$ cat src/rtl/rle_pkg.sv
package rle_pkg;

  typedef enum logic [1:0] {
    MODE_BASE     = 2'd0,
    MODE_DUAL     = 2'd1,
    MODE_QUAD     = 2'd2,
    MODE_BASE_ALT = 2'd3
  } rate_mode_e;

  // log2 of the samples carried by one event word
  function automatic logic [1:0] spe_shift(rate_mode_e m);
    case (m)
      MODE_DUAL: spe_shift = 2'd1;
      MODE_QUAD: spe_shift = 2'd2;
      default:   spe_shift = 2'd0;
    endcase
  endfunction

  function automatic logic is_base(rate_mode_e m);
    is_base = (m == MODE_BASE) || (m == MODE_BASE_ALT);
  endfunction

endpackage

$ cat src/rtl/rle_row_tracker.sv
module rle_row_tracker #(
  parameter int CLUSTERS = 64,
  parameter int EPC      = 7,
  parameter int ROW_W    = 8,
  localparam int SLOT_W  = $clog2(EPC + 1),
  localparam int CL_W    = $clog2(CLUSTERS),
  localparam int EV_W    = $clog2(CLUSTERS * EPC)
) (
  input  logic              clk,
  input  logic              rst,
  input  logic              clear,
  input  logic              adv,
  output logic [SLOT_W-1:0] slot,
  output logic [CL_W-1:0]   cluster,
  output logic [ROW_W-1:0]  row,
  output logic [EV_W-1:0]   cl_first_ev,
  output logic [EV_W-1:0]   ev_idx,
  output logic              is_ts,
  output logic              row_end
);

  localparam logic [SLOT_W-1:0] LAST_SLOT = SLOT_W'(EPC);
  localparam logic [CL_W-1:0]   LAST_CL   = CL_W'(CLUSTERS - 1);

  always_ff @(posedge clk) begin
    if (rst || clear) begin
      slot        <= '0;
      cluster     <= '0;
      row         <= '0;
      cl_first_ev <= '0;
    end else if (adv) begin
      if (slot == LAST_SLOT) begin
        slot <= '0;
        if (cluster == LAST_CL) begin
          cluster     <= '0;
          cl_first_ev <= '0;
          row         <= row + 1'b1;
        end else begin
          cluster     <= cluster + 1'b1;
          cl_first_ev <= cl_first_ev + EV_W'(EPC);
        end
      end else begin
        slot <= slot + 1'b1;
      end
    end
  end

  assign is_ts   = (slot == '0);
  assign row_end = (slot == LAST_SLOT) && (cluster == LAST_CL);
  assign ev_idx  = cl_first_ev + EV_W'(slot) - EV_W'(1);

  AST_ROW_WRAP: assert property (@(posedge clk) disable iff (rst)
    (adv && !clear && row_end) |=> (slot == '0 && cluster == '0))
    else $error("row tracker did not wrap");

endmodule

$ cat src/rtl/rle_gap_counter.sv
module rle_gap_counter #(
  parameter int TS_W    = 16,
  localparam int CNT_W  = TS_W + 2
) (
  input  logic            clk,
  input  logic            rst,
  input  logic            load,
  input  logic [TS_W-1:0] diff,
  input  logic [1:0]      shift,
  input  logic            dec,
  output logic            last
);

  logic [CNT_W-1:0] cnt;

  always_ff @(posedge clk) begin
    if (rst) begin
      cnt <= '0;
    end else if (load) begin
      cnt <= CNT_W'(diff) << shift;
    end else if (dec) begin
      cnt <= cnt - 1'b1;
    end
  end

  assign last = (cnt == CNT_W'(1));

  AST_GAP_NO_UNDERFLOW: assert property (@(posedge clk) disable iff (rst)
    dec |-> (cnt != '0))
    else $error("gap counter decremented at zero");

endmodule

$ cat src/rtl/rle_unpack.sv
module rle_unpack
  import rle_pkg::*;
#(
  parameter int DATA_W = 16
) (
  input  logic [DATA_W-1:0] word,
  input  rate_mode_e        mode,
  input  logic [1:0]        sel,
  output logic [DATA_W-1:0] sample
);

  localparam int HALF   = DATA_W / 2;
  localparam int DUAL_N = DATA_W / 2;
  localparam int QUAD_N = DATA_W / 4;

  logic [DATA_W-1:0] swapped;
  logic [DUAL_N-1:0] dual_s;
  logic [QUAD_N-1:0] quad_s;

  assign swapped = {word[HALF-1:0], word[DATA_W-1:HALF]};

  for (genvar j = 0; j < DUAL_N; j++) begin : g_dual
    assign dual_s[j] = sel[0] ? swapped[2*j+1] : swapped[2*j];
  end

  for (genvar j = 0; j < QUAD_N; j++) begin : g_quad
    logic [3:0] nib;
    assign nib       = swapped[4*j +: 4];
    assign quad_s[j] = nib[sel];
  end

  always_comb begin
    case (mode)
      MODE_DUAL: sample = DATA_W'(dual_s);
      MODE_QUAD: sample = DATA_W'(quad_s);
      default:   sample = swapped;
    endcase
  end

endmodule

$ cat src/rtl/rle_cluster_decoder.sv
module rle_cluster_decoder
  import rle_pkg::*;
#(
  parameter int DATA_W   = 16,
  parameter int CLUSTERS = 64,
  parameter int EPC      = 7,
  parameter int ROW_W    = 8,
  localparam int EV_W    = $clog2(CLUSTERS * EPC)
) (
  input  logic              clk,
  input  logic              rst,
  input  logic              start,
  input  logic [1:0]        cfg_mode,
  input  logic [ROW_W-1:0]  cfg_last_row,
  input  logic [EV_W-1:0]   cfg_last_events,
  input  logic              cfg_trig_en,
  input  logic [ROW_W-1:0]  cfg_trig_row,
  input  logic [EV_W-1:0]   cfg_trig_event,
  input  logic              in_valid,
  output logic              in_ready,
  input  logic [DATA_W-1:0] in_word,
  output logic              out_valid,
  input  logic              out_ready,
  output logic [DATA_W-1:0] out_sample,
  output logic              out_trig,
  output logic              done
);

  localparam int SLOT_W = $clog2(EPC + 1);
  localparam int CL_W   = $clog2(CLUSTERS);
  localparam logic [EV_W-1:0] ROW_EVENTS = EV_W'(CLUSTERS * EPC);
  localparam logic [EV_W-1:0] ADJ_MAX    = EV_W'(EPC - 1);

  typedef enum logic [2:0] {ST_IDLE, ST_RUN, ST_GAP, ST_EMIT, ST_DONE} dec_state_e;

  dec_state_e        state;
  rate_mode_e        mode_q;
  logic [ROW_W-1:0]  last_row_q, trig_row_q;
  logic [EV_W-1:0]   last_ev_q;
  logic              trig_ok_q;
  logic [CL_W-1:0]   trig_cl_q;
  logic              first_q, cl_trig_q, end_q;
  logic [DATA_W-1:0] expect_q, last_q, hold_q;
  logic [1:0]        sub_q;

  // position tracking
  logic [SLOT_W-1:0] slot;
  logic [CL_W-1:0]   cluster;
  logic [ROW_W-1:0]  row;
  logic [EV_W-1:0]   cl_first_ev, ev_idx;
  logic              is_ts, row_end;
  logic              accept, clear, idle_like;

  assign idle_like = (state == ST_IDLE) || (state == ST_DONE);
  assign clear     = idle_like && start;
  assign in_ready  = (state == ST_RUN);
  assign accept    = in_valid && in_ready;

  rle_row_tracker #(.CLUSTERS(CLUSTERS), .EPC(EPC), .ROW_W(ROW_W)) u_track (
    .clk(clk), .rst(rst), .clear(clear), .adv(accept),
    .slot(slot), .cluster(cluster), .row(row), .cl_first_ev(cl_first_ev),
    .ev_idx(ev_idx), .is_ts(is_ts), .row_end(row_end)
  );

  // activity window of the current row
  logic            on_last_row, cl_active, ev_active, final_word;
  logic [EV_W-1:0] ev_limit;

  assign on_last_row = (row == last_row_q);
  assign ev_limit    = on_last_row ? last_ev_q : ROW_EVENTS;
  assign cl_active   = (cl_first_ev < ev_limit);
  assign ev_active   = (ev_idx < ev_limit);
  assign final_word  = on_last_row && row_end;

  // timestamp gap
  logic [DATA_W-1:0] ts_diff;
  logic              gap_load, gap_dec, gap_last, can_push;

  assign can_push = !out_valid || out_ready;
  assign ts_diff  = first_q ? '0 : (in_word - expect_q);
  assign gap_load = accept && is_ts && cl_active && (ts_diff != '0);
  assign gap_dec  = (state == ST_GAP) && can_push;

  rle_gap_counter #(.TS_W(DATA_W)) u_gap (
    .clk(clk), .rst(rst), .load(gap_load), .diff(ts_diff),
    .shift(spe_shift(mode_q)), .dec(gap_dec), .last(gap_last)
  );

  // event splitting
  logic [DATA_W-1:0] unpacked;
  logic [1:0]        n_sub;

  rle_unpack #(.DATA_W(DATA_W)) u_unpack (
    .word(hold_q), .mode(mode_q), .sel(sub_q), .sample(unpacked)
  );

  always_comb begin
    case (mode_q)
      MODE_DUAL: n_sub = 2'd1;
      MODE_QUAD: n_sub = 2'd3;
      default:   n_sub = 2'd0;
    endcase
  end

  // trigger cluster from configuration
  rate_mode_e      cfg_mode_e;
  logic [EV_W-1:0] trig_adj;

  assign cfg_mode_e = rate_mode_e'(cfg_mode);
  always_comb begin
    if (is_base(cfg_mode_e))
      trig_adj = (cfg_trig_event > ADJ_MAX) ? (cfg_trig_event - ADJ_MAX) : '0;
    else
      trig_adj = cfg_trig_event;
  end

  always_ff @(posedge clk) begin
    if (rst) begin
      state      <= ST_IDLE;
      mode_q     <= MODE_BASE;
      last_row_q <= '0;
      last_ev_q  <= '0;
      trig_row_q <= '0;
      trig_ok_q  <= 1'b0;
      trig_cl_q  <= '0;
      first_q    <= 1'b1;
      cl_trig_q  <= 1'b0;
      end_q      <= 1'b0;
      expect_q   <= '0;
      last_q     <= '0;
      hold_q     <= '0;
      sub_q      <= '0;
      out_valid  <= 1'b0;
      out_sample <= '0;
      out_trig   <= 1'b0;
    end else begin
      if (out_valid && out_ready) out_valid <= 1'b0;
      case (state)
        ST_IDLE, ST_DONE: begin
          if (start) begin
            mode_q     <= cfg_mode_e;
            last_row_q <= cfg_last_row;
            last_ev_q  <= cfg_last_events;
            trig_row_q <= cfg_trig_row;
            trig_ok_q  <= cfg_trig_en && (cfg_trig_event < ROW_EVENTS);
            trig_cl_q  <= CL_W'(trig_adj / EV_W'(EPC));
            first_q    <= 1'b1;
            last_q     <= '0;
            state      <= ST_RUN;
          end
        end
        ST_RUN: begin
          if (accept) begin
            if (is_ts) begin
              if (cl_active) begin
                first_q   <= 1'b0;
                expect_q  <= in_word + DATA_W'(EPC);
                cl_trig_q <= trig_ok_q && (row == trig_row_q) && (cluster == trig_cl_q);
                if (ts_diff != '0) state <= ST_GAP;
              end
            end else if (ev_active) begin
              hold_q <= in_word;
              sub_q  <= '0;
              end_q  <= final_word;
              state  <= ST_EMIT;
            end else if (final_word) begin
              state <= ST_DONE;
            end
          end
        end
        ST_GAP: begin
          if (can_push) begin
            out_valid  <= 1'b1;
            out_sample <= last_q;
            out_trig   <= 1'b0;
            if (gap_last) state <= ST_RUN;
          end
        end
        ST_EMIT: begin
          if (can_push) begin
            out_valid  <= 1'b1;
            out_sample <= unpacked;
            out_trig   <= cl_trig_q;
            last_q     <= unpacked;
            sub_q      <= sub_q + 1'b1;
            if (sub_q == n_sub) state <= end_q ? ST_DONE : ST_RUN;
          end
        end
        default: state <= ST_IDLE;
      endcase
    end
  end

  assign done = (state == ST_DONE);

  AST_OUT_HOLD: assert property (@(posedge clk) disable iff (rst)
    (out_valid && !out_ready) |=> (out_valid && $stable(out_sample) && $stable(out_trig)))
    else $error("output changed under back-pressure");

  AST_GAP_UNFLAGGED: assert property (@(posedge clk) disable iff (rst)
    (state == ST_GAP && can_push) |=> !out_trig)
    else $error("repeated sample carries trigger flag");

  AST_DUAL_WIDTH: assert property (@(posedge clk) disable iff (rst)
    (out_valid && mode_q == MODE_DUAL) |-> (out_sample[DATA_W-1:DATA_W/2] == '0))
    else $error("dual-mode sample too wide");

  AST_QUAD_WIDTH: assert property (@(posedge clk) disable iff (rst)
    (out_valid && mode_q == MODE_QUAD) |-> (out_sample[DATA_W-1:DATA_W/4] == '0))
    else $error("quad-mode sample too wide");

endmodule

$ cat config.mk
export PLATFORM = sky130hd
export DESIGN_NAME = rle_cluster_decoder
export DESIGN_NICKNAME = d
export VERILOG_FILES = /design/src/rtl/rle_pkg.sv /design/src/rtl/rle_row_tracker.sv /design/src/rtl/rle_gap_counter.sv /design/src/rtl/rle_unpack.sv /design/src/rtl/rle_cluster_decoder.sv
export SDC_FILE = /design/constraint.sdc
export NUM_CORES = 1
export LEC_CHECK = 0
export BUFFER_PORTS_ARGS = -buffer_cell sky130_fd_sc_hd__buf_2
export CAP_MARGIN = 30
export CORE_MARGIN = 8
export CORE_UTILIZATION = 40
export DETAILED_ROUTE_END_ITERATION = 12
export GPL_TIMING_DRIVEN = 1
export PLACE_DENSITY_LB_ADDON = 0.12
export SLEW_MARGIN = 20
export SYNTH_ARGS = -nofsm -noshare
export SYNTH_HDL_FRONTEND = slang
export SYNTH_SLANG_ARGS = --single-unit
$ cat constraint.sdc
create_clock -name clk -period 11.7 [get_ports clk]
set_input_delay 2.34 -clock clk [delete_from_list [all_inputs] [get_ports clk]]
set_output_delay 2.34 -clock clk [all_outputs]
set_load 0.01 [all_outputs]
Yosys cells after proc, flatten, opt, wreduce, memory -nomap -nowiden
Index checks and enable logic that the tools add are counted.
{"block": "totals", "regBits": 152, "input_bits": 58, "wordCells": 168}
{"block": "classes", "n_addsub": 11, "div_mod_pow": 1, "n_lt_le_gt_ge": 5, "eq_ne": 27, "shift": 1, "n_mux": 62, "bitwise": 1, "n_reduce_logical": 38}
{"cell": "$pmux W16 S2", "n": 3}
{"cell": "$mux W16", "n": 4}
{"cell": "$mux W3", "n": 13}
{"cell": "$mux W18", "n": 2}
{"cell": "$mux W9", "n": 4}
{"cell": "$mux W1", "n": 21}
{"cell": "$eq A18 B1 Y1 const B", "n": 1}
{"cell": "$lt A9 B9 Y1", "n": 2}
{"cell": "$shl A16 B2 Y18", "n": 1}
{"cell": "$sub A18 B1 Y18 const B", "n": 1}
{"cell": "$add A16 B3 Y16 const B", "n": 1}
{"cell": "$eq A8 B8 Y1", "n": 2}
{"cell": "$reduce_bool A16 Y1", "n": 1}
{"cell": "$sub A16 B16 Y16", "n": 1}
{"cell": "$logic_and A1 B1 Y1", "n": 12}
{"cell": "$ne A2 B2 Y1 const B", "n": 6}
{"cell": "$pmux W2 S2", "n": 3}
{"cell": "$pmux W3 S4", "n": 1}
{"cell": "$reduce_and A5 Y1", "n": 2}
{"cell": "$reduce_bool A2 Y1", "n": 5}
{"cell": "$add A9 B3 Y9", "n": 1}
{"cell": "$add A9 B3 Y9 const B", "n": 1}
{"cell": "$div A9 B3 Y9 const B", "n": 1}
{"cell": "$gt A9 B3 Y1 const B", "n": 1}
{"cell": "33 further kinds", "n": 56}

Depth between registers and ports, before layout
Gate-level depths: netlist of the first run.
{"block": "depth", "depth_word": 8, "mapped_depth": 21}

By module
A second synthesis of the first run with hierarchy kept.
{"block": "unflattened", "cells_unflattened": 1245, "hier_area_um2": 10171.0}
{"module": "rle_cluster_decoder", "n_inst": 1, "cells_each": 832, "area_each_um2": 6687.7}
{"module": "rle_row_tracker", "n_inst": 1, "cells_each": 188, "area_each_um2": 1615.3}
{"module": "rle_gap_counter", "n_inst": 1, "cells_each": 175, "area_each_um2": 1461.4}
{"module": "rle_unpack", "n_inst": 1, "cells_each": 50, "area_each_um2": 406.6}

Worst setup path after synthesis of the first run
Ideal clock, no wire load.
{"block": "synth_timing", "kind": "in2reg", "start": "input port cfg_trig_event[3]", "end": "register trig_cl_q[0]", "setup_time_ns": 0.128, "arrival_time_ns": 6.493, "required_time_ns": 11.572, "setup_slack_ns": 5.078, "stages": 20, "path_cell_list": "or3_4 or4_1 buf_2 a21o_1 o211ai_1 nand3_2 a2111oi_4 a211oi_1 inv_1 ha_1 o21ai_2 o311ai_4 xor2_1 ha_1 inv_1 o211ai_1 a21oi_1 a2bb2oi_1 o41ai_1 a31oi_1"}
{"block": "synth_between", "elab_chain_len": 4, "elab_cells_between_ends": 5, "classes_between": "add/sub (1); div (1); order compare (1); mux (2)"}
{"item": "start: declaration", "line": "rle_cluster_decoder.sv:18", "rtl": "input logic [EV_W-1:0] cfg_trig_event,"}
{"item": "$sub A9 B3 Y9 / $gt A9 B3 Y1 (equally long branches)", "line": "rle_cluster_decoder.sv:112", "rtl": "trig_adj = (cfg_trig_event > ADJ_MAX) ? (cfg_trig_event - ADJ_MAX) : '0;"}
{"item": "$mux W9", "line": "rle_cluster_decoder.sv:112"}
{"item": "$mux W9 *", "line": "rle_cluster_decoder.sv:111", "rtl": "if (is_base(cfg_mode_e))"}
{"item": "$div A9 B3 Y9 *", "line": "rle_cluster_decoder.sv:146", "rtl": "trig_cl_q <= CL_W'(trig_adj / EV_W'(EPC));"}
{"item": "end signal: assignment", "line": "rle_cluster_decoder.sv:146"}
{"item": "end: declaration", "line": "rle_cluster_decoder.sv:41", "rtl": "logic [CL_W-1:0] trig_cl_q;"}
Every way passes the cells marked *; elsewhere a longest branch is shown, timed or not.
A chain may end at the register's enable or synchronous reset.

Worst setup path after layout of the first run
Same ends and word-level chain as after synthesis.

==> results of run 1 <==
[cells in the final DEF, fill, tap and decap left out, drive strengths merged, types with 9 or more instances in the layout]
| cell | instances |
|---|---|
| inv | 68 |
| and2 | 9 |
| nand3 | 50 |
| dfxtp | 152 |
| nand4 | 14 |
| mux2i | 48 |
| ha | 61 |
| xor2 | 32 |
| xnor2 | 60 |
| nor3 | 26 |
| o211ai | 9 |
| a22o | 11 |
| buf | 86 |
| nand2 | 156 |
| nor2b | 10 |
| o21a | 18 |
| a311oi | 12 |
| o21ai | 55 |
| a21oi | 103 |
| a211oi | 31 |
| clkbuf | 17 |
| a31oi | 11 |
| nor4 | 15 |
| and3 | 16 |
| nor2 | 131 |
[metal layers]
metal  vias up  wire, µm  track usage
li1       4587         -            -
met4         0       367       0.0530
met5         -         0            0
met3        25       874       0.0283
met2       145     11800        0.272
met1      4168     13800        0.245
[worst max-delay path, stage by stage]
cell	delay, ps
buf_2	140
or3_4	430
or4_1	590
a21o_1	280
o211ai_1	310
nand3_2	200
a2111oi_4	370
a211oi_1	140
inv_1	180
ha_1	260
o21ai_2	110
o311ai_4	460
xor2_1	190
ha_1	270
inv_1	80
o211ai_1	170
a21oi_1	90
a2bb2oi_1	130
o41ai_1	240
a31oi_1	120
[cells by family (layout without fill, tap and decap cells)]
logic type / after synthesis / count (layout) / synth area share
flip-flops: 152 / 152 / 0.302
multiplexers: 55 / 55 / 0.0574
adder cells (fa/ha/maj): 64 / 64 / 0.0806
AND/OR/NAND/NOR: 464 / 464 / 0.216
buffers and inverters: 116 / 177 / 0.0451
XOR/XNOR: 92 / 92 / 0.0825
AO/OA/AOI/OAI: 314 / 314 / 0.216
[sequential cells by signal, summed over array words and instances (netlist names)]
name and flops:
cl_trig_q 1, end_q 1, expect_q 16, first_q 1
hold_q 16, last_ev_q 9, last_q 16, last_row_q 8
mode_q 2, out_sample 16, out_trig 1, out_valid 1
state 3, sub_q 2, trig_cl_q 6, trig_ok_q 1
trig_row_q 8, u_gap.cnt 18, u_track.cl_first_ev 9, u_track.cluster 6
u_track.row 8, u_track.slot 3
[per-stage QoR]
stage / util / power, mW / std cells / setup WS (ps) / instance area [µm²]
floorplan: - / 1.32 / 1257 / 5080 / 10100
global placement: 0.429 / 1.53 / 1614 / 4570 / 10700
detailed placement: 0.430 / 1.53 / 1616 / 4520 / 10700
CTS: 0.454 / 2.12 / 1648 / 4970 / 11300
global route: 0.454 / 2.25 / 1648 / 4470 / 11300
finish: 0.454 / 2.10 / 1648 / 4910 / 11300
[cell type report]
class                   instances  area, µm²  area share
repair buffers                 86        455      0.0402
clock inverters                15        179      0.0158
clock buffers                  17        425      0.0375
inverters                      59        221      0.0195
flip-flops and latches        152       3040       0.268
multi-input cells             989       6600       0.582
well taps                     330        413      0.0364
[power by group through the flow]
| stage | sequential, mW | combinational, mW | clock (mW) |
|---|---|---|---|
| CTS | 0.684 | 0.844 | 0.589 |
| global placement | 0.694 | 0.837 | 0 |
| floorplan | 0.678 | 0.638 | 0 |
| detailed placement | 0.694 | 0.839 | 0 |
| finish | 0.684 | 0.840 | 0.575 |
| global route | 0.698 | 0.947 | 0.609 |
[worst paths after layout]
| path | slack (ps) | start | to |
|---|---|---|---|
| max | 4910 | cfg_trig_event[3] | trig_cl_q[0] |
| min | 460 | last_ev_q[5] | last_ev_q[5] |
| max reg2reg | 6960 | u_track.row[2] | u_gap.cnt[0] |
| min reg2reg | 460 | last_ev_q[5] | last_ev_q[5] |
==> results.toml, run 1 <==
[run_status]
status = "finished, final reports clean"

[global_route]
grt_max_degree = 57
grt_pass1_wl_um = 44600
antenna_found_initial = 0
track_usage = 0.176
grt_overflow = 0
grt_pass1_vias = 8676

[yosys]
synth_most_common_cell = "nand2_1"
synth_top_area_frac = 0.302
synth_commonest_cells = "nand2_1, dfxtp_1, nor2_1, a21oi_1, ha_1"
synth_flop_cell = "dfxtp_1"
synthArstFlopShare = 0
seq_area_frac_synth = 0.302
synth_warnings = 0
avgSynthCellArea_um2 = 8.03
synth_area_um2 = 10100
synth_cell_types = 96
netlist_instances = 1257
synth_nets = 1378
synth.largest_area_cell = "dfxtp_1"
netlist_top_cells_area = "dfxtp_1, ha_1, nand2_1, xnor2_1, nor2_1"
ys_seq_elements = 152
synth_edf_count = 0

[finish]
drive_above_1_share = 0.127
areaGrowthSynthToFinish_pct = 12.4
diodes = 0
nNetsFinal = 1426
fillers = 2550

[placement]
port_buffers = 77
dpl.hpwl_um = 19900
gp_congestion = 0.839

[critical_path]
r2r_cells = 17
cp.arrival_ps = 7100
required_ps = 12010
worstSetupEndpointType = "register"
startpoint_type = "input port"
cp_max_fo = 7
worst-setup-path-type = "in2reg"

[pwr]
p_int_mw = 1.25
power_leakage_nw = 4.47
pwr-share-seq = 0.326
combPwrFrac = 0.400
clkPwrFrac = 0.274
power.density_nw_per_um2 = 185
netSwitchingFraction = 0.405
ir_worst_vdd_uv = 96.1
p_switching_mw = 0.851

[clock_network]
clkLatencyLatePin_ps = 440
numCtsBuffers = 17
hold_buffers = 0
path_clk_slew_ps = 70
cts_max_level = 4
cts_resized = 0
root_buffer = "clkbuf_16"
cts_buffer_depth = 2
postCtsSetupRepairBufs = 0
cts_tree = "built"
cts.sink_count = 152

[route]
num_vias = 8925
vias_per_cell = 5.42
drc = 0
wl_um = 26800
final_antenna_net_count = 0
avgRoutedWirePerCell_um = 16.3
first_pass_iters = 4
drt_iter0_drc = 570

[floorplanning]
dieArea_um2 = 30600
row_count = 58
die_x_um = 175
core_um2 = 25000
ioPinCount = 78
die_h_um = 175
initial_core_util = 0.404

[sta]
setup_tns_ps = 0
slew_headroom = 0.372
fin_crit_ps = 6790
fin_crit_sh = 0.580
hold_slack_ps = 460
slew_violations = 0
finalSetupViolations = 0
skew_ps = 16.8
fmax_mhz = 147
rsz0062_at_grt = "no"
tightest_slew_ps = 942
hold_viol_final = 0

[run]
max-cap-violations = 0

[min_path]
hold_depth = 2
min-delay-path-class = "reg2reg"
(Power assumes the default switching activity.)
==> run 2: changes to the inputs <==
Clock period 11.7 ns to 5.6 ns, I/O delays scaled along.
==> results.toml, run 2 (same netlist as run 1, synthesis figures left out) <==
[run_status]
status = "finished, final reports clean"

[route]
vias_per_cell = 5.35
drc = 0
drt_iter0_drc = 640
avgRoutedWirePerCell_um = 16.1
wl_um = 26800
first_pass_iters = 5
final_antenna_net_count = 0
num_vias = 8919

[floorplanning]
dieArea_um2 = 30600
core_um2 = 25000
die_h_um = 175
row_count = 58
ioPinCount = 78
initial_core_util = 0.404
die_x_um = 175

[run]
max-cap-violations = 0

[pwr]
ir_worst_vdd_uv = 204
power_leakage_nw = 4.54
power.density_nw_per_um2 = 377
p_total_mw = 4.32

[clock_network]
root_buffer = "clkbuf_16"
cts.sink_count = 152
cts_max_level = 4
cts_tree = "built"
numCtsBuffers = 17
cts_resized = 0
clkLatencyLatePin_ps = 430
postCtsSetupRepairBufs = 0
cts_buffer_depth = 2
path_clk_slew_ps = 60
hold_buffers = 0

[finish]
layout_common_cells = "nand2_1, dfxtp_1, nor2_1"
utilization = 0.458
stdcell_count = 1666
nNetsFinal = 1444
areaGrowthSynthToFinish_pct = 13.4
drive_above_1_share = 0.138
regMostFlops = "u_gap.cnt"
diodes = 0
final_common_cell = "nand2_1"
largest_reg_flops = 18

[global_route]
groute.layer.met1.usage = 0.248
grt_pass1_wl_um = 44500
grt_max_degree = 55
track_usage = 0.175
grt_pass1_vias = 8616
busiest_layer = "met2"
use_met3 = 0.0348
grt_overflow = 0
antenna_found_initial = 0
grtUsageMet2 = 0.271

[placement]
gp_congestion = 0.850
dpl.hpwl_um = 20000
port_buffers = 77
dp_cells = 1632

[critical_path]
startpoint_type = "input port"
worst-setup-path-type = "in2reg"
r2r_cells = 17
r2r_setup_slack_ps = 1020
cp_max_fo = 6
path_cells = "buf_2 > or3_4 > or4_1 > a21o_1 > o211ai_1 > nand3_2 > a2111oi_4 > a211oi_1 > inv_1 > ha_1 > o21ai_2 > o311ai_4 > xor2_1 > ha_1 > inv_1 > o211ai_1 > a21oi_1 > a2bb2oi_1 > o41ai_1 > a31oi_1"
worstSetupEndpointType = "register"
worst_path_largest_cell_delay_ps = 600
cp.arrival_ps = 5500
r2r_end = "u_gap.cnt[0]"
required_ps = 5900
slowest_stage = "or4_1"
r2r_start = "u_track.row[2]"

[sta]
hold_viol_final = 0
rsz0062_at_grt = "no"
slew_violations = 0
skew_ps = 11.4
finalSetupViolations = 0
fin_crit_ps = 5210
slew_headroom = 0.384
fmax_mhz = 192
tightest_slew_ps = 924
fin_crit_sh = 0.930
setup_tns_ps = 0

[min_path]
min_to = "out_trig"
hp-start = "out_trig"
hold_depth = 2
min-delay-path-class = "reg2reg"
run 2: cell types whose count changed in the layout (fill, tap and decap cells not counted):
cell        previous run  this run
buf_4                 10        26
inv_6                  3         6
inv_8                  6         3
clkinv_8               2         0
buf_12                 0         1
buf_8                  0         1
bufinv_16              1         0
clkinv_2               0         1
clkinv_4               0         1
clkinvlp_4             3         4
run 2: power breakdown:
| group | internal [mW] | leakage, nW | switching (mW) |
|---|---|---|---|
| Combinational | 0.722 | 3.04 | 1.06 |
| Clock | 0.584 | 0.263 | 0.521 |
| Sequential | 1.27 | 1.24 | 0.158 |
run 2: layout make-up:
type                            instances  area, µm²
Timing Repair Buffer                  104        611
Clock inverter                         15        130
Sequential cell                       152       3040
Multi-Input combinational cell        989       6600
Fill cell                            2619      13500
Clock buffer                           17        425
Tap cell                              330        413
Inverter                               59        221
run 2: how the worst max path moves through the flow:
stage | start | to | slack, ps | cells after the start
after floorplan | cfg_trig_event[3] | trig_cl_q[0] | 200 | 20
after global placement | cfg_trig_event[3] | trig_cl_q[0] | 150 | 20
after detailed placement | cfg_trig_event[3] | trig_cl_q[0] | 30 | 20
after CTS | cfg_trig_event[3] | trig_cl_q[0] | 440 | 20
after global routing | cfg_trig_event[3] | trig_cl_q[0] | 110 | 20
final | cfg_trig_event[3] | trig_cl_q[0] | 390 | 20
run 2: stage by stage:
step	area, µm²	hold WS [ps]	worst slack [ps]
after global placement	10900	435	146
after detailed placement	10900	445	31.3
after CTS	11400	459	441
final	11400	453	394
after global routing	11400	480	111
after floorplan	10100	425	198
run 2: metal layers:
metal | wire (µm) | vias to the layer above | part of all wire
li1 | - | 4618 | -
met1 | 13900 | 4145 | 0.52
met2 | 11700 | 139 | 0.44
met3 | 915 | 17 | 0.034
met4 | 254 | 0 | 0.0095
met5 | 0 | - | 0
run 2: worst max-delay path: cells and delay by family:
kind,cells,cell delay [ps]
AO/OA/AOI/OAI,11,2280
adder cells (fa/ha/maj),2,410
buffers and inverters,3,310
AND/OR/NAND/NOR,3,1190
XOR/XNOR,1,180
==> run 3: changes to the inputs <==
Settings changed: CELL_PAD_IN_SITES_DETAIL_PLACEMENT set to 0, CELL_PAD_IN_SITES_GLOBAL_PLACEMENT set to 1, CTS_BUF_LIST set to sky130_fd_sc_hd__clkbuf_16.
==> results.toml, run 3 (same netlist as run 1, synthesis figures left out) <==
[run_status]
status = "finished, final reports clean"

[critical_path]
required_ps = 5900
startpoint_type = "input port"
slowest_stage = "or4_1"
r2r_start = "u_track.row[2]"
worst_path_largest_cell_delay_ps = 610
cp.arrival_ps = 5500
r2r_end = "u_gap.cnt[0]"
worstSetupEndpointType = "register"
r2r_cells = 17
critical-path-top-delay-family = "compound AO/OA/AOI/OAI gates"
r2r_setup_slack_ps = 830
critical_path_buf_inv_count = 3
path_cells = "buf_2 > or3_4 > or4_1 > a21o_1 > o211ai_1 > nand3_2 > a2111oi_4 > a211oi_1 > inv_1 > ha_1 > o21ai_2 > o311ai_4 > xor2_1 > ha_1 > inv_1 > o211ai_1 > a21oi_1 > a2bb2oi_1 > o41ai_1 > a31oi_1"
worst-setup-path-type = "in2reg"
cp_max_fo = 6

[route]
first_pass_iters = 5
vias_per_cell = 5.38
final_antenna_net_count = 0
avgRoutedWirePerCell_um = 16.4
wl_um = 27400
num_vias = 8972
drt_iter0_drc = 595
drc = 0

[placement]
port_buffers = 77
gp_congestion = 0.804
dp_cells = 1634
pre_cts_ws_ps = 19.2
dpl.hpwl_um = 20400
placed_area_um2 = 10900

[finish]
seqCellArea_um2 = 3040
utilization = 0.461
drive_above_1_share = 0.139
layout_common_cells = "nand2_1, dfxtp_1, nor2_1"
nNetsFinal = 1446
areaGrowthSynthToFinish_pct = 13.9
design_area_um2 = 11500
diodes = 0
stdcell_count = 1668
largest_reg_flops = 18
final_common_cell = "nand2_1"
multi_input_area_um2 = 6600
fillers = 2576
regMostFlops = "u_gap.cnt"

[clock_network]
cts_resized = 0
clkLatencyLatePin_ps = 430
root_buffer = "clkbuf_16"
cts.sink_count = 152
cts_max_level = 4
postCtsSetupRepairBufs = 0
cts_buffer_depth = 2
hold_buffers = 0
numCtsBuffers = 17
path_clk_slew_ps = 60
cts_tree = "built"

[global_route]
track_usage = 0.178
grt_overflow = 0
grt_pass1_vias = 8553
grt_pass1_wl_um = 45000
grt_max_degree = 62
antenna_found_initial = 0

[floorplanning]
die_x_um = 175
core_um2 = 25000
die_h_um = 175
dieArea_um2 = 30600
ioPinCount = 78
row_count = 58
initial_core_util = 0.404

[min_path]
min-delay-path-class = "reg2reg"
min_to = "last_q[6]"
hp-start = "last_q[6]"
hold_depth = 2

[run]
max-cap-violations = 0

[sta]
hold_slack_ps = 455
setup_tns_ps = 0
fmax_mhz = 192
fin_crit_sh = 0.928
skew_ps = 11.8
slew_headroom = 0.497
fin_crit_ps = 5190
rsz0062_at_grt = "no"
worst_slack_ps = 405
slew_violations = 0
hold_viol_final = 0
finalSetupViolations = 0
tightest_slew_ps = 748

[pwr]
ir_worst_vdd_uv = 234
p_total_mw = 4.39
power_leakage_nw = 4.57
power.density_nw_per_um2 = 382
==> run 3: cell type report <==
| class | instances | share of cell area |
|---|---|---|
| flip-flops and latches | 152 | 0.265 |
| well taps | 330 | 0.0359 |
| clock inverters | 15 | 0.0140 |
| multi-input cells | 989 | 0.574 |
| clock buffers | 17 | 0.0370 |
| inverters | 59 | 0.0193 |
| repair buffers | 106 | 0.0551 |
==> run 3: report_power, final <==
part / internal, mW / switching [mW]
Combinational: 0.720 / 1.08
Sequential: 1.27 / 0.157
Clock: 0.631 / 0.531
==> run 3: how the worst max path moves through the flow <==
stage,endpoint,slack (ps),depth (start not counted),startpoint
detailed placement,trig_cl_q[0],20,20,cfg_trig_event[3]
global placement,trig_cl_q[0],120,20,cfg_trig_event[3]
CTS,trig_cl_q[0],460,20,cfg_trig_event[3]
floorplan,trig_cl_q[0],200,20,cfg_trig_event[3]
finish,trig_cl_q[0],410,20,cfg_trig_event[3]
global route,trig_cl_q[0],170,20,cfg_trig_event[3]
==> run 3: metal layers <==
layer | vias up | global-route usage | part of all wire
li1 | 4629 | - | -
met5 | - | 0 | 0
met4 | 0 | 0.0456 | 0.013
met1 | 4194 | 0.254 | 0.53
met2 | 124 | 0.274 | 0.43
met3 | 25 | 0.0283 | 0.027
==> run 3: tightest hold or removal path: cells and delay by family, from the launching register on <==
family | cells | cell delay, ps
AO/OA/AOI/OAI | 1 | 60
flip-flops | 1 | 320
AND/OR/NAND/NOR | 1 | 40
